**src/rtl/dps_pkg.sv**
```systemverilog
package dps_pkg;
  typedef enum logic [2:0] {
    ST_IDLE,
    ST_LOAD,
    ST_CMP,
    ST_SWP,
    ST_INV,
    ST_FIN
  } sort_state_e;
endpackage

```
**src/rtl/dps_ram.sv**
```systemverilog
module dps_ram #(
  parameter int W   = 8,
  parameter int D   = 5,
  parameter int NRD = 2,
  localparam int AW = (D > 1) ? $clog2(D) : 1
) (
  input  logic                     clk_i,
  input  logic                     we_i,
  input  logic [AW-1:0]            waddr_i,
  input  logic [W-1:0]             wdata_i,
  input  logic [NRD-1:0][AW-1:0]   raddr_i,
  output logic [NRD-1:0][W-1:0]    rdata_o
);
  logic [W-1:0] mem [D];

  always_ff @(posedge clk_i) begin
    if (we_i) mem[waddr_i] <= wdata_i;
  end

  for (genvar r = 0; r < NRD; r++) begin : g_rd
    assign rdata_o[r] = mem[raddr_i[r]];
  end
endmodule

```
**src/rtl/dps_ctrl.sv**
```systemverilog
module dps_ctrl
  import dps_pkg::*;
#(
  parameter int P = 5,
  parameter int Q = 9,
  localparam int IW = $clog2(P)
) (
  input  logic          clk_i,
  input  logic          rst_ni,
  input  logic          start_i,
  output logic          done_o,
  output logic          busy_o,
  output logic [IW-1:0] src_addr_o,
  input  logic [Q-1:0]  src_data_i,
  output logic [IW-1:0] rd0_addr_o,
  output logic [IW-1:0] rd1_addr_o,
  input  logic [Q-1:0]  val_rd0_i,
  input  logic [Q-1:0]  val_rd1_i,
  input  logic [IW-1:0] tag_rd0_i,
  input  logic [IW-1:0] tag_rd1_i,
  output logic          val_we_o,
  output logic [IW-1:0] val_waddr_o,
  output logic [Q-1:0]  val_wdata_o,
  output logic          tag_we_o,
  output logic [IW-1:0] tag_waddr_o,
  output logic [IW-1:0] tag_wdata_o,
  output logic          pos_we_o,
  output logic [IW-1:0] pos_waddr_o,
  output logic [IW-1:0] pos_wdata_o
);
  localparam logic [IW-1:0] LAST_IDX  = IW'(P - 1);
  localparam logic [IW-1:0] LAST_PAIR = IW'(P - 2);

  sort_state_e   state_q;
  logic [IW-1:0] idx_q;
  logic          swapped_q;
  logic [Q-1:0]  aux_val_q;
  logic [IW-1:0] aux_tag_q;

  logic [IW-1:0] idx_nx;
  logic          lt;
  logic          at_last;
  logic          at_last_pair;

  assign idx_nx       = idx_q + IW'(1);
  assign lt           = val_rd0_i < val_rd1_i;  // strict: ties stay put
  assign at_last      = idx_q == LAST_IDX;
  assign at_last_pair = idx_q == LAST_PAIR;

  assign src_addr_o = idx_q;
  assign rd0_addr_o = idx_q;
  assign rd1_addr_o = idx_nx;
  assign done_o     = state_q == ST_FIN;
  assign busy_o     = state_q != ST_IDLE;

  always_comb begin
    val_we_o    = 1'b0;
    val_waddr_o = idx_q;
    val_wdata_o = src_data_i;
    tag_we_o    = 1'b0;
    tag_waddr_o = idx_q;
    tag_wdata_o = idx_q;
    pos_we_o    = 1'b0;
    pos_waddr_o = tag_rd0_i;
    pos_wdata_o = idx_q;
    unique case (state_q)
      ST_LOAD: begin
        val_we_o = 1'b1;
        tag_we_o = 1'b1;
      end
      ST_CMP: begin
        if (lt) begin
          val_we_o    = 1'b1;
          val_wdata_o = val_rd1_i;
          tag_we_o    = 1'b1;
          tag_wdata_o = tag_rd1_i;
        end
      end
      ST_SWP: begin
        val_we_o    = 1'b1;
        val_waddr_o = idx_nx;
        val_wdata_o = aux_val_q;
        tag_we_o    = 1'b1;
        tag_waddr_o = idx_nx;
        tag_wdata_o = aux_tag_q;
      end
      ST_INV: pos_we_o = 1'b1;
      default: ;
    endcase
  end

  always_ff @(posedge clk_i or negedge rst_ni) begin
    if (!rst_ni) begin
      state_q   <= ST_IDLE;
      idx_q     <= '0;
      swapped_q <= 1'b0;
      aux_val_q <= '0;
      aux_tag_q <= '0;
    end else begin
      unique case (state_q)
        ST_IDLE: begin
          if (start_i) begin
            state_q <= ST_LOAD;
            idx_q   <= '0;
          end
        end
        ST_LOAD: begin
          if (at_last) begin
            state_q   <= ST_CMP;
            idx_q     <= '0;
            swapped_q <= 1'b0;
          end else begin
            idx_q <= idx_nx;
          end
        end
        ST_CMP: begin
          if (lt) begin
            aux_val_q <= val_rd0_i;
            aux_tag_q <= tag_rd0_i;
            swapped_q <= 1'b1;
            state_q   <= ST_SWP;
          end else if (at_last_pair) begin
            idx_q     <= '0;
            swapped_q <= 1'b0;
            if (!swapped_q) state_q <= ST_INV;
          end else begin
            idx_q <= idx_nx;
          end
        end
        ST_SWP: begin
          state_q <= ST_CMP;
          if (at_last_pair) begin
            idx_q     <= '0;
            swapped_q <= 1'b0;
          end else begin
            idx_q <= idx_nx;
          end
        end
        ST_INV: begin
          if (at_last) begin
            state_q <= ST_FIN;
            idx_q   <= '0;
          end else begin
            idx_q <= idx_nx;
          end
        end
        ST_FIN:  state_q <= ST_IDLE;
        default: state_q <= ST_IDLE;
      endcase
    end
  end
endmodule

```
**src/rtl/desc_perm_sort.sv**
```systemverilog
module desc_perm_sort #(
  parameter int P = 5,
  parameter int Q = 9,
  localparam int IW = $clog2(P)
) (
  input  logic          clk_i,
  input  logic          rst_ni,
  input  logic          start_i,
  output logic          done_o,
  output logic [IW-1:0] src_addr_o,
  input  logic [Q-1:0]  src_data_i,
  input  logic [IW-1:0] val_raddr_i,
  output logic [Q-1:0]  val_rdata_o,
  input  logic [IW-1:0] pos_raddr_i,
  output logic [IW-1:0] pos_rdata_o
);
  logic                busy;
  logic [IW-1:0]       rd0_addr, rd1_addr, val_ra1;
  logic [1:0][Q-1:0]   val_rdata;
  logic [1:0][IW-1:0]  tag_rdata;
  logic                val_we, tag_we, pos_we;
  logic [IW-1:0]       val_waddr, tag_waddr, tag_wdata, pos_waddr, pos_wdata;
  logic [Q-1:0]        val_wdata;

  // second value port is shared: sort pair when busy, external when idle
  assign val_ra1     = busy ? rd1_addr : val_raddr_i;
  assign val_rdata_o = val_rdata[1];

  dps_ctrl #(.P(P), .Q(Q)) u_ctrl (
    .clk_i       (clk_i),
    .rst_ni      (rst_ni),
    .start_i     (start_i),
    .done_o      (done_o),
    .busy_o      (busy),
    .src_addr_o  (src_addr_o),
    .src_data_i  (src_data_i),
    .rd0_addr_o  (rd0_addr),
    .rd1_addr_o  (rd1_addr),
    .val_rd0_i   (val_rdata[0]),
    .val_rd1_i   (val_rdata[1]),
    .tag_rd0_i   (tag_rdata[0]),
    .tag_rd1_i   (tag_rdata[1]),
    .val_we_o    (val_we),
    .val_waddr_o (val_waddr),
    .val_wdata_o (val_wdata),
    .tag_we_o    (tag_we),
    .tag_waddr_o (tag_waddr),
    .tag_wdata_o (tag_wdata),
    .pos_we_o    (pos_we),
    .pos_waddr_o (pos_waddr),
    .pos_wdata_o (pos_wdata)
  );

  dps_ram #(.W(Q), .D(P), .NRD(2)) u_val_ram (
    .clk_i   (clk_i),
    .we_i    (val_we),
    .waddr_i (val_waddr),
    .wdata_i (val_wdata),
    .raddr_i ({val_ra1, rd0_addr}),
    .rdata_o (val_rdata)
  );

  dps_ram #(.W(IW), .D(P), .NRD(2)) u_tag_ram (
    .clk_i   (clk_i),
    .we_i    (tag_we),
    .waddr_i (tag_waddr),
    .wdata_i (tag_wdata),
    .raddr_i ({rd1_addr, rd0_addr}),
    .rdata_o (tag_rdata)
  );

  dps_ram #(.W(IW), .D(P), .NRD(1)) u_pos_ram (
    .clk_i   (clk_i),
    .we_i    (pos_we),
    .waddr_i (pos_waddr),
    .wdata_i (pos_wdata),
    .raddr_i (pos_raddr_i),
    .rdata_o (pos_rdata_o)
  );
endmodule

```
**config.mk**
```make
export PLATFORM = sky130hd
export DESIGN_NAME = desc_perm_sort
export DESIGN_NICKNAME = d
export VERILOG_FILES = /design/src/rtl/dps_pkg.sv /design/src/rtl/dps_ram.sv /design/src/rtl/dps_ctrl.sv /design/src/rtl/desc_perm_sort.sv
export SDC_FILE = /design/constraint.sdc
export NUM_CORES = 1
export LEC_CHECK = 0
export CAP_MARGIN = 20
export CELL_PAD_IN_SITES_DETAIL_PLACEMENT = 0
export CELL_PAD_IN_SITES_GLOBAL_PLACEMENT = 1
export CORE_UTILIZATION = 50
export CTS_CLUSTER_DIAMETER = 120
export DETAILED_ROUTE_END_ITERATION = 8
export GPL_TIMING_DRIVEN = 0
export PLACE_DENSITY = 0.82
export SLEW_MARGIN = 20
export SYNTH_ARGS = -nofsm -noshare
export SYNTH_HDL_FRONTEND = slang
export SYNTH_SLANG_ARGS = --single-unit
```
**constraint.sdc**
```tcl
create_clock -name clk_i -period 11.9 [get_ports clk_i]
set_clock_uncertainty 0.05 [all_clocks]
set_input_delay 1.785 -clock clk_i [delete_from_list [all_inputs] [get_ports clk_i]]
set_output_delay 1.785 -clock clk_i [all_outputs]
set_load 0.05 [all_outputs]
```
==> results.ini <==
[worst_setup_path]
ff2ff_setup_slack_ns=5.53
critPathLaunchType=input port
cp-end-kind=register
worstPathRequired_ns=11.86
cp_max_fo=12
cp.arrival_ns=6.59
r2r_end=u_val_ram.mem[3][8]
reg2reg_from=u_ctrl.pos_wdata_o[2]
rr_worst_depth=15
critical_path_class=input port to register

[logic_synthesis]
synth_cell_types=56
netlist_instances=384
synth.yosys.warnings=0
syn-num-nets=414
syn_area_um2=5040
syn_area_per_cell_um2=13.1
synth_edf_count=75
synth_top_area_share_pct=44.6
yosys.area.top_type=edfxtp_1
synthTopCellsByArea=edfxtp_1, mux4_2, dfrtp_1, nand2_1, ha_1
synth-async-reset-ratio_pct=20.2
ys_seq_area_share_pct=54.1
synth-seq-cells=94
ys.flop_type=edfxtp_1

[sta]
slew_headroom_pct=32.4
fin_crit_ns=6.63
fmax_ghz=0.151
finalSetupTns_ns=0
finalSetupViolations=0
tightest_slew_ns=1.01
period_share_pct=55.7
hold_violations=0
drv_slew=0
grt_setup_unrepaired=no

[routing]
wl_per_cell_um=20.6
drc=0
wirelength_um=11700
num_vias=3329
drtPass1Iterations=5
via_per_inst=5.88
ant_nets=0
drt-initial-drc-count=222

[hold_path]
min_path_type=register to register
holdPathEnd=u_ctrl.aux_tag_q[2]
min-delay-start=u_ctrl.aux_tag_q[2]
hold_depth=2

[floorplan]
rows=36
initial_utilization_pct=51.6
num_io_pins=34
die_y_um=102
dieArea_um2=10500
floorplan.core_area_um2=9770
dieWidth_um=102

[cells_and_area]
drive_gt1_share_pct=16.6
layout_commonest_cell=edfxtp_1
nFillCells=794
syn_to_final_growth_pct=13.9
most-common-layout-cells=edfxtp_1, nand2_1, nor2_1
n_antenna_cell=0
fin_nets=458

[clock_network]
cts_hold_repair.buffers=0
h-tree-depth=3
numCtsBuffers=9
clockBufferDepth=2
post-cts-setup-buffers=0
root_buffer=clkbuf_8
clock_latency_ns=0.37
cts.sinks=94
cts_tree=done
clkTransAtPathRegs_ns=0.10
cts_resized=0

[grt]
gr-total-overflow=0
grt_max_degree=20
grt_pass1_vias=3315
antenna_found_initial=0
grt_usage_pct=24.3
grt_first_pass_wirelength_um=18400

[flow_run]
drv_cap=0

[placement]
place_congestion=0.800
dpl.hpwl_um=8440
portBuffers=33

[run_status]
status=finished clean

==> worst max-delay path: stages <==
cell and delay (ns):
clkdlybuf4s50_1 0.52, nor2_1 0.07, a21oi_2 0.51, mux4_1 0.69, mux2i_1 0.30, ha_1 0.30
a21oi_1 0.16, o21ai_0 0.12, a221oi_1 0.74, o21ai_4 0.26, o31ai_1 0.45, nor2b_2 0.66
==> state kept, by name, indices dropped and copies added, names as in the netlist <==
| name | flops |
|---|---|
| u_pos_ram.mem | 15 |
| u_ctrl.state_q | 3 |
| u_tag_ram.mem | 15 |
| u_val_ram.mem | 45 |
| u_ctrl.aux_tag_q | 3 |
| u_ctrl.pos_wdata_o | 3 |
| u_ctrl.aux_val_q | 9 |
| u_ctrl.swapped_q | 1 |
==> per-stage QoR <==
stage          hold slack [ns]  setup WS, ns  instance area [µm²]  std cells  util [%]
2_1_floorplan            0.401          6.22                 5040        384         -
3_3_place_gp             0.416          4.60                 5540        550      56.7
3_5_place_dp             0.425          4.91                 5550        550      56.7
4_1_cts                  0.448          5.30                 5740        566      58.8
5_1_grt                  0.499          5.00                 5740        566      58.8
6_report                 0.449          5.27                 5740        566      58.8
==> cell type report <==
type	count	area [µm²]	share of cell area [%]
well taps	133	166	2.90
clock inverters	7	73.8	1.29
inverters	17	63.8	1.11
clock buffers	9	124	2.16
multi-input cells	251	2160	37.5
repair buffers	33	330	5.75
flip-flops and latches	94	2730	47.5
plain buffers	22	103	1.79
==> cell usage after synthesis, types with 2 or more instances <==
master / number
a211oi_1: 8
a21o_1: 2
a21oi_1: 9
a22oi_1: 2
a2bb2oi_1: 3
and2_1: 4
and3_1: 2
buf_1: 4
buf_2: 4
buf_4: 2
clkbuf_1: 11
dfrtp_1: 19
edfxtp_1: 75
ha_1: 12
inv_1: 17
mux2_2: 8
mux2_4: 5
mux2i_1: 15
mux4_1: 3
mux4_2: 24
nand2_1: 55
nand2b_1: 2
nand3_1: 2
nand4_1: 2
nor2_1: 35
nor2b_1: 5
nor3_1: 3
o21ai_0: 8
o221a_2: 2
o22ai_1: 5
o2bb2ai_1: 9
o311ai_0: 2
o31ai_1: 2
==> worst max-delay path by stage <==
stage	endpoint	startpoint
2_1_floorplan	u_tag_ram.mem[3][0]	val_raddr_i[0]
3_3_place_gp	u_val_ram.mem[3][4]	val_raddr_i[0]
3_5_place_dp	u_val_ram.mem[3][3]	val_raddr_i[0]
4_1_cts	val_rdata_o[5]	val_raddr_i[0]
5_1_grt	u_tag_ram.mem[3][2]	val_raddr_i[0]
6_report	u_val_ram.mem[3][8]	val_raddr_i[0]
==> layer usage <==
layer,track usage (%),routed length [µm]
met2,35.0,5130
met1,37.7,5810
met4,7.03,119
met5,0,0
met3,4.17,603
==> kinds of logic after synthesis <==
kind of cell	Yosys count	synth area share [%]
multiplexers	56	18.8
XOR/XNOR	1	0.174
AND/OR/NAND/NOR	116	10.2
flip-flops	94	54.1
AO/OA/AOI/OAI	66	10.5
adder cells (fa/ha/maj)	12	2.98
buffers and inverters	39	3.30
Power is left out: the tool's default activity adds up to more than one toggle a clock period on the data nets, which glitch-free logic cannot reach.
